`config.mk`:
```
export PLATFORM = sky130hd
export DESIGN_NAME = edge_irq_source
export DESIGN_NICKNAME = d
export VERILOG_FILES = /design/src/rtl/irq_src_pkg.sv /design/src/rtl/irq_rst_sync.sv /design/src/rtl/irq_edge_det.sv /design/src/rtl/irq_retry_timer.sv /design/src/rtl/irq_src_fsm.sv /design/src/rtl/edge_irq_source.sv
export SDC_FILE = /design/constraint.sdc
export NUM_CORES = 1
export LEC_CHECK = 0
export BUFFER_PORTS_ARGS = -buffer_cell sky130_fd_sc_hd__buf_2
export CAP_MARGIN = 20
export CORE_UTILIZATION = 48
export CTS_BUF_LIST = sky130_fd_sc_hd__clkbuf_8
export CTS_CLUSTER_SIZE = 14
export DETAILED_ROUTE_END_ITERATION = 6
export GPL_TIMING_DRIVEN = 0
export PLACE_DENSITY = 0.78
export SLEW_MARGIN = 20
export SYNTH_ARGS = -nofsm -noshare
export SYNTH_HDL_FRONTEND = slang
export SYNTH_SLANG_ARGS = --single-unit
```
`constraint.sdc`:
```
create_clock -name clk_i -period 1.25 [get_ports clk_i]
set_input_delay 0.125 -clock clk_i [delete_from_list [all_inputs] [get_ports clk_i]]
set_output_delay 0.125 -clock clk_i [all_outputs]
set_load 0.005 [all_outputs]
```
`src/rtl/irq_src_pkg.sv`:
```
package irq_src_pkg;

  typedef enum logic [2:0] {
    SRC_IDLE  = 3'd0,
    SRC_PEND  = 3'd1,
    SRC_PRES  = 3'd2,
    SRC_INSVC = 3'd3,
    SRC_RETRY = 3'd4
  } src_state_e;

endpackage

```
`src/rtl/irq_rst_sync.sv`:
```
module irq_rst_sync #(
  parameter int STAGES = 2
) (
  input  logic clk_i,
  input  logic rst_ni,
  output logic rst_no
);

  logic [STAGES-1:0] sync_q;

  always_ff @(posedge clk_i or negedge rst_ni) begin
    if (!rst_ni) begin
      sync_q <= '0;
    end else begin
      sync_q <= {sync_q[STAGES-2:0], 1'b1};
    end
  end

  assign rst_no = sync_q[STAGES-1];

endmodule

```
`src/rtl/irq_edge_det.sv`:
```
module irq_edge_det #(
  parameter int SYNC_STAGES = 2
) (
  input  logic clk_i,
  input  logic rst_ni,
  input  logic edge_i,
  output logic rise_o
);

  localparam int CHAIN = SYNC_STAGES + 1;

  logic [CHAIN-1:0] chain_q;

  generate
    for (genvar g = 0; g < CHAIN; g++) begin : g_stage
      if (g == 0) begin : g_first
        always_ff @(posedge clk_i or negedge rst_ni) begin
          if (!rst_ni) chain_q[0] <= 1'b0;
          else         chain_q[0] <= edge_i;
        end
      end else begin : g_next
        always_ff @(posedge clk_i or negedge rst_ni) begin
          if (!rst_ni) chain_q[g] <= 1'b0;
          else         chain_q[g] <= chain_q[g-1];
        end
      end
    end
  endgenerate

  // Newest synchronised sample high, previous one low.
  assign rise_o = chain_q[SYNC_STAGES-1] & ~chain_q[SYNC_STAGES];

  // each transition yields a single one-cycle event
  p_rise_single_r1: assert property (@(posedge clk_i) disable iff (!rst_ni)
    rise_o |=> !rise_o);

endmodule

```
`src/rtl/irq_retry_timer.sv`:
```
module irq_retry_timer #(
  parameter int DLY_W = 8
) (
  input  logic             clk_i,
  input  logic             rst_ni,
  input  logic             load_i,
  input  logic             run_i,
  input  logic [DLY_W-1:0] dly_i,
  output logic             done_o
);

  logic [DLY_W-1:0] cnt_q, cnt_d;
  logic             cnt_en;
  logic             cnt_zero;

  assign cnt_zero = (cnt_q == '0);
  assign cnt_en   = load_i | (run_i & ~cnt_zero);

  always_comb begin
    cnt_d = cnt_q;
    if (load_i)      cnt_d = dly_i;
    else if (run_i)  cnt_d = cnt_q - 1'b1;
  end

  always_ff @(posedge clk_i or negedge rst_ni) begin
    if (!rst_ni)     cnt_q <= '0;
    else if (cnt_en) cnt_q <= cnt_d;
  end

  assign done_o = run_i & cnt_zero & ~load_i;

  // back-off starts from the programmed value
  p_load_value_r4: assert property (@(posedge clk_i) disable iff (!rst_ni)
    load_i |=> (cnt_q == $past(dly_i)));

  // back-off counts down one per cycle while waiting
  p_count_down_r4: assert property (@(posedge clk_i) disable iff (!rst_ni)
    (run_i && !load_i && !cnt_zero) |=> (cnt_q == DLY_W'($past(cnt_q) - 1'b1)));

endmodule

```
`src/rtl/irq_src_fsm.sv`:
```
module irq_src_fsm
  import irq_src_pkg::*;
#(
  parameter int PRIO_W = 8,
  parameter int CPU_W  = 4
) (
  input  logic              clk_i,
  input  logic              rst_ni,
  input  logic              rise_i,
  input  logic              mask_i,
  input  logic              accept_i,
  input  logic              reject_i,
  input  logic              eoi_i,
  input  logic              retry_done_i,
  input  logic [PRIO_W-1:0] prio_cfg_i,
  input  logic [CPU_W-1:0]  cpu_cfg_i,
  output logic              retry_load_o,
  output logic              retry_run_o,
  output logic              req_o,
  output logic [PRIO_W-1:0] req_prio_o,
  output logic [CPU_W-1:0]  req_cpu_o
);

  src_state_e        state_q, state_d;
  logic              mask_q;
  logic              unmask;
  logic              cap_en;
  logic [PRIO_W-1:0] prio_q;
  logic [CPU_W-1:0]  cpu_q;

  assign unmask = mask_q & ~mask_i;

  always_comb begin
    state_d      = state_q;
    retry_load_o = 1'b0;
    unique case (state_q)
      SRC_IDLE: begin
        if (rise_i) state_d = SRC_PEND;
      end
      SRC_PEND: begin
        if (unmask)       state_d = SRC_IDLE;
        else if (!mask_i) state_d = SRC_PRES;
      end
      SRC_PRES: begin
        if (accept_i) begin
          state_d = SRC_INSVC;
        end else if (reject_i) begin
          state_d      = SRC_RETRY;
          retry_load_o = 1'b1;
        end else if (mask_i) begin
          state_d = SRC_PEND;
        end
      end
      SRC_INSVC: begin
        if (eoi_i) state_d = SRC_IDLE;
      end
      SRC_RETRY: begin
        if (unmask)            state_d = SRC_IDLE;
        else if (retry_done_i) state_d = SRC_PEND;
      end
      default: state_d = SRC_IDLE;
    endcase
  end

  always_ff @(posedge clk_i or negedge rst_ni) begin
    if (!rst_ni) begin
      state_q <= SRC_IDLE;
      mask_q  <= 1'b0;
    end else begin
      state_q <= state_d;
      mask_q  <= mask_i;
    end
  end

  assign cap_en = (state_q == SRC_PEND) & (state_d == SRC_PRES);

  always_ff @(posedge clk_i or negedge rst_ni) begin
    if (!rst_ni) begin
      prio_q <= '0;
      cpu_q  <= '0;
    end else if (cap_en) begin
      prio_q <= prio_cfg_i;
      cpu_q  <= cpu_cfg_i;
    end
  end

  assign retry_run_o = (state_q == SRC_RETRY);
  assign req_o       = (state_q == SRC_PRES);
  assign req_prio_o  = req_o ? prio_q : '0;
  assign req_cpu_o   = req_o ? cpu_q  : '0;

  // accepted request moves to service
  p_accept_service_r3: assert property (@(posedge clk_i) disable iff (!rst_ni)
    (req_o && accept_i) |=> (state_q == SRC_INSVC));

  // service held until EOI
  p_hold_until_eoi_r3: assert property (@(posedge clk_i) disable iff (!rst_ni)
    (state_q == SRC_INSVC && !eoi_i) |=> (state_q == SRC_INSVC));

  // plain reject enters back-off
  p_reject_backoff_r4: assert property (@(posedge clk_i) disable iff (!rst_ni)
    (req_o && reject_i && !accept_i) |=> retry_run_o);

  // EOI re-arms to idle
  p_eoi_rearm_r5: assert property (@(posedge clk_i) disable iff (!rst_ni)
    (state_q == SRC_INSVC && eoi_i) |=> (state_q == SRC_IDLE));

  // unmask discards a pending event
  p_unmask_clear_r7: assert property (@(posedge clk_i) disable iff (!rst_ni)
    (mask_q && !mask_i && state_q == SRC_PEND) |=> (state_q == SRC_IDLE));

  // mask withdraws an unanswered request
  p_withdraw_r8: assert property (@(posedge clk_i) disable iff (!rst_ni)
    (req_o && mask_i && !accept_i && !reject_i) |=> (state_q == SRC_PEND));

  // attributes stable during a request
  p_attr_stable_r2: assert property (@(posedge clk_i) disable iff (!rst_ni)
    (req_o && $past(req_o)) |-> ($stable(req_prio_o) && $stable(req_cpu_o)));

endmodule

```
`src/rtl/edge_irq_source.sv`:
```
module edge_irq_source #(
  parameter int PRIO_W      = 8,
  parameter int CPU_W       = 4,
  parameter int DLY_W       = 8,
  parameter int SYNC_STAGES = 2,
  parameter int RST_STAGES  = 2
) (
  input  logic              clk_i,
  input  logic              rst_ni,
  input  logic              edge_i,
  input  logic              mask_i,
  input  logic [PRIO_W-1:0] prio_cfg_i,
  input  logic [CPU_W-1:0]  cpu_cfg_i,
  input  logic [DLY_W-1:0]  retry_dly_i,
  input  logic              accept_i,
  input  logic              reject_i,
  input  logic              eoi_i,
  output logic              req_o,
  output logic [PRIO_W-1:0] req_prio_o,
  output logic [CPU_W-1:0]  req_cpu_o
);

  logic rst_sync_n;
  logic rise;
  logic retry_load;
  logic retry_run;
  logic retry_done;

  irq_rst_sync #(.STAGES(RST_STAGES)) u_rst_sync (
    .clk_i  (clk_i),
    .rst_ni (rst_ni),
    .rst_no (rst_sync_n)
  );

  irq_edge_det #(.SYNC_STAGES(SYNC_STAGES)) u_edge_det (
    .clk_i  (clk_i),
    .rst_ni (rst_sync_n),
    .edge_i (edge_i),
    .rise_o (rise)
  );

  irq_retry_timer #(.DLY_W(DLY_W)) u_retry_timer (
    .clk_i  (clk_i),
    .rst_ni (rst_sync_n),
    .load_i (retry_load),
    .run_i  (retry_run),
    .dly_i  (retry_dly_i),
    .done_o (retry_done)
  );

  irq_src_fsm #(.PRIO_W(PRIO_W), .CPU_W(CPU_W)) u_fsm (
    .clk_i        (clk_i),
    .rst_ni       (rst_sync_n),
    .rise_i       (rise),
    .mask_i       (mask_i),
    .accept_i     (accept_i),
    .reject_i     (reject_i),
    .eoi_i        (eoi_i),
    .retry_done_i (retry_done),
    .prio_cfg_i   (prio_cfg_i),
    .cpu_cfg_i    (cpu_cfg_i),
    .retry_load_o (retry_load),
    .retry_run_o  (retry_run),
    .req_o        (req_o),
    .req_prio_o   (req_prio_o),
    .req_cpu_o    (req_cpu_o)
  );

endmodule

```
* Yosys cells after proc, flatten, opt, wreduce, memory -nomap -nowiden
Index checks and enable logic that the tools add are counted.
** Word-level totals
- Register bits after elaboration :: 29
- Output and inout bits :: 13
- Logic and storage cells :: 47
** Cells by class
- Add/sub/neg operators :: 1
- Equality and inequality tests :: 5
- Multiplexer cells :: 17
- Bitwise logic cells :: 11
- Reduce and logical (&&, ||, !) cells :: 4
** Operators with widths (count)
- $mux 3 :: 9
- $mux 8 :: 3
- $pmux 3 s5 :: 1
- $eq 3x2->1 const B :: 3
- $logic_not 8->1 :: 1
- $sub 8x1->8 const B :: 1
- $and 1x1->1 :: 6
- $mux 4 :: 1
- $not 1->1 :: 4
- $eq 3x1->1 const B :: 1
- $eq 3x3->1 const B :: 1
- $logic_not 3->1 :: 1
- $mux 1 :: 3
- $reduce_and 2->1 :: 1
- $reduce_bool 2->1 :: 1
- $or 1x1->1 :: 1

* Depth between registers and ports, before layout
- Depth after elaboration :: 10
- Mapped depth :: 6

* Hierarchy
From an unflattened synthesis, not the netlist that was laid out.
** Unflattened totals
- Cells, all modules :: 135
- Area, all modules :: 1551.5 µm²
** By module, submodules not included
- irq_src_fsm :: instances 1, cells an instance 64, area an instance 812.0 µm², seq. area each 400.4 µm²
- irq_retry_timer :: instances 1, cells an instance 64, area an instance 596.8 µm², seq. area each 200.2 µm²
- irq_edge_det :: instances 1, cells an instance 4, area an instance 88.8 µm², seq. area each 75.1 µm²
- irq_rst_sync :: instances 1, cells an instance 3, area an instance 53.8 µm², seq. area each 50.0 µm²

* Worst setup path before layout
No wires, ideal clock.
- Path kind :: flip-flop to flip-flop
- Start point :: register u_fsm.state_q[0]
- End point :: register u_retry_timer.cnt_q[7]
- Arrival time :: 1480 ps
- Setup slack :: -312 ps
- Cell stages (with the launch flop) :: 6
- Period minus slack after synthesis :: 1562 ps
- Path through :: dfrtp_1 -> buf_6 -> nor3b_4 -> nand2_2 -> or4_1 -> a31oi_1
** Between the ends
- Word-level cells in the longest chain between the ends :: 4
** Ends and longest elaborated chain
- start: declaration :: line irq_src_fsm.sv:24 : src_state_e state_q, state_d;
- start signal: assignment :: line irq_src_fsm.sv:70 : state_q <= state_d;
- $eq 3x2->1 / $eq 3x3->1 (equally long branches) :: line irq_src_fsm.sv:36, irq_src_fsm.sv:87
- $mux 1 / $and 1x1->1 (equally long branches) :: line irq_src_fsm.sv:36, irq_retry_timer.sv:17
- $reduce_bool 2->1 (no line) / $or 1x1->1 (equally long branches)
- $reduce_and 2->1 (no line)
- end signal: assignment :: line irq_retry_timer.sv:27 : else if (cnt_en) cnt_q <= cnt_d;
- end: declaration :: line irq_retry_timer.sv:12 : logic [DLY_W-1:0] cnt_q, cnt_d;
Parallel ways exist; a longest one is shown, timed or not.
A chain may end at the register's enable or synchronous reset.

* Worst setup path in the final report
- Start point :: register u_fsm.state_q[0]
- End point :: output port req_cpu_o[1]
** Between the ends
- Word-level cells in the longest chain between the ends :: 2
** Ends and longest elaborated chain
- $eq 3x2->1 :: line irq_src_fsm.sv:88 : assign req_o = (state_q == SRC_PRES);
- $mux 4 :: line irq_src_fsm.sv:90 : assign req_cpu_o = req_o ? cpu_q : '0;
- end: declaration :: line edge_irq_source.sv:20 : output logic [CPU_W-1:0] req_cpu_o
Every way passes these cells.

==> flow_metrics.tcl <==
set metrics [dict create \
    tightest_slew_ns 0.606 \
    async_reset_ff_share_pct 100 \
    rsz0062_at_grt "yes" \
    grt_start_max_net_pins 28 \
    htree_levels 2 \
    synth_top_area_share_pct 52.2 \
    die-width_um 55.8 \
    end_kind "output pin" \
    dpl.cell_count 196 \
    fillers 177 \
    grt_pass1_wl_um 5620 \
    synth_edf_count 0 \
    clock.fmax_mhz 611 \
    grt_pass1_vias 1280 \
    ys_seq_elements 29 \
    setup.worst_path.class "register to output pin" \
    numCtsBuffers 5 \
    setup_viol 35 \
    dieHeight_um 55.8 \
    clkPwrFrac_pct 23.4 \
    antenna_found_initial 0 \
    synth_area_um2 1390 \
    routed_wl_um 3440 \
    synthFlopType "dfrtp_1" \
    insertion_delay_ns 0.29 \
    area_growth_pct 48.2 \
    rows 19 \
    clockBufferDepth 2 \
    whs_ns 0.0304 \
    min_period_over_period_pct 131 \
    crit_fanout 10 \
    cellLeakagePower_uw 0.000959 \
    dpl.hpwl_um 1930 \
    ir_drop_mv 1.70 \
    violations "negative setup slack" \
    synth_nets 155 \
    syn_inst 126 \
    first_iter_violations 26 \
    slew_headroom_pct 59.6 \
    yosys.cell_types.count 39 \
    cts-root-buf "clkbuf_8" \
    core_area_um2 2760 \
    firstDrtPassIters 4 \
    ios 40 \
    layout.cells.non_filler 224 \
    clk_pin_slew_ns 0.07 \
    yosysTopAreaCell "dfrtp_1" \
    die_area_um2 3120 \
    start_kind "register" \
    place.gp.congestion 0.788 \
    synthTopCellsByCount "dfrtp_1 (29), and2_1 (13), mux2_2 (12)" \
    synth_area_leaders "dfrtp_1 (52%), mux2_2 (9.7%), and2_1 (5.9%)" \
    multi_input_area_um2 753 \
    place_area_um2 1660 \
    skew_ns 0.00719 \
    wire_per_inst_um 15.4 \
    synth_most_common_cell "dfrtp_1" \
    hp-class "input port to register" \
    p_sw_share_pct 33.3 \
    p_switching_uw 1400 \
    period_minus_slack_ns 1.64 \
    cts_tree "done" \
    dr_total_vias 1215 \
    p_seq_share_pct 40.2 \
    antenna_cells 0 \
    grt-ovfl-total 0 \
    grtUsageTotal_pct 23.2 \
    critPathArrivalTime_ns 1.51 \
    finalHoldViolCount 0 \
    post-place-ws_ns -0.422 \
    p_int_uw 2810 \
    drc 0 \
    p_comb_share_pct 36.4 \
    drive_above_1_share_pct 56.5 \
    cp_data_required_time_ns 1.12 \
    initial_utilization_pct 50.4 \
    p_total_uw 4220 \
    ys_warn_count 0 \
    slew_viol_final 0 \
    cts_sinks 29 \
    final_cell_area_um2 2060 \
    power_density_nw_per_um2 2050 \
    via_per_inst 5.42 \
    cap_viol_max_count 0 \
    fin_ws_ns -0.388 \
    seq_area_um2 731 \
    io_buffer_count 39 \
    synth_area_per_cell_um2 11.0 \
    ant_nets 0 \
    yosysSeqAreaShare_pct 52.2 \
    status "complete, but fails checks" \
    nets 221 \
]
-- cell families after synthesis --
kind of cell    count (synthesis)  share of synthesized area [%]
compound gates                 22                           10.1
buf+inv                         7                           2.61
other cells                     1                          0.270
flops                          29                           52.2
xor+xnor                        2                           1.26
simple gates                   51                           22.1
mux                            12                           9.72
fa+ha+maj                       2                           1.80
-- critical path, stage by stage, from the launching register on --
cell	delay, ns
dfrtp_1	0.37
buf_6	0.13
nor3b_4	0.26
clkbuf_8	0.21
and2_1	0.13
buf_2	0.11
-- state kept, by name (all words and copies together), names as in the netlist --
signal / cells
u_rst_sync.sync_q: 2
u_fsm.prio_q: 8
u_fsm.state_q: 3
u_retry_timer.cnt_q: 8
u_fsm.mask_q: 1
u_edge_det.chain_q: 3
u_fsm.cpu_q: 4
-- through the flow --
stage / setup TNS, ns / utilization, %
finish: -8.43 / 74.7
global placement: -6.22 / 60.1
CTS: -7.21 / 72.0
floorplan: -1.66 / -
global route: -10.17 / 74.7
detailed placement: -7.00 / 60.1
-- power groups by stage --
stage          registers [uW]  clock network, uW  logic (uW)
6_report                 1700                984        1530
5_1_grt                  1750               1030        1670
4_1_cts                  1680               1000        1410
3_3_place_gp             1620                  0        1040
3_5_place_dp             1640                  0        1080
2_1_floorplan            1560                  0         822
-- area by class of cell --
type / instances / area share (%)
multi-input combinational: 90 / 36.6
sequential: 29 / 35.5
timing repair buffer: 59 / 17.9
inverter: 3 / 0.547
clock inverter: 3 / 2.25
buffer: 4 / 2.00
tap: 31 / 1.88
clock buffer: 5 / 3.34
-- routing by layer --
layer	vias up	share of wire, %	wire length [um]	GRT usage (%)
met2	39	52	1780	37.7
li1	577	-	-	-
met4	0	2.1	72	11.8
met1	589	42	1430	28.4
met3	10	4.4	153	6.51
met5	-	0	0	0
-- layout by cell type, fill, tap and decap left out, drive strengths merged --
cell         synthesis  routed
clkbuf               1       6
o221a                1       1
nand4                2       2
o31ai                1       1
conb                 1       1
o21ai                8       8
nand2                9       9
xnor2                1       1
a21o                 1       1
o21bai               1       1
nand2b               1       1
nor4b                1       1
and3b                1       1
dlygate4sd3          0       2
buf                  3      60
a21oi                4       4
or3b                 1       1
inv                  3       3
or4                  1       1
o211ai               1       1
nor3                 3       3
nand3                3       3
and2                13      13
xor2                 1       1
a211o                1       1
nor2                 7       7
o22ai                1       1
clkinv               0       1
nand3b               2       2
clkinvlp             0       1
ha                   2       2
or3                  1       1
nor3b                4       4
a21boi               1       1
nor4                 2       2
dfrtp               29      29
mux2                12      12
bufinv               0       1
a31oi                2       2
-- repair_timing --
item / 4_1_cts / 5_1_grt
pin swaps: 16 / 4
endpoints found under the setup margin: 37 / 35
gates cloned: 0 / 1
gates resized for setup: 26 / 8
buffers inserted: 12 / 5
hold buffers: 2 / 0
endpoints found under the hold margin: 3 / 0
-- final timing paths --
path	cells after the start	slack (ns)	from	to
min in group asynchronous	2	0.15	rst_ni	u_rst_sync.sync_q[0]
max	5	-0.39	u_fsm.state_q[0]	req_cpu_o[1]
min reg2reg	0	0.28	u_rst_sync.sync_q[1]	u_fsm.prio_q[0]
max reg2reg	7	-0.28	u_retry_timer.cnt_q[0]	u_retry_timer.cnt_q[2]
max in group asynchronous	0	0.53	u_rst_sync.sync_q[1]	u_fsm.state_q[1]
min	1	0.03	mask_i	u_fsm.mask_q
No activity file was read; power rests on OpenSTA's default activity.
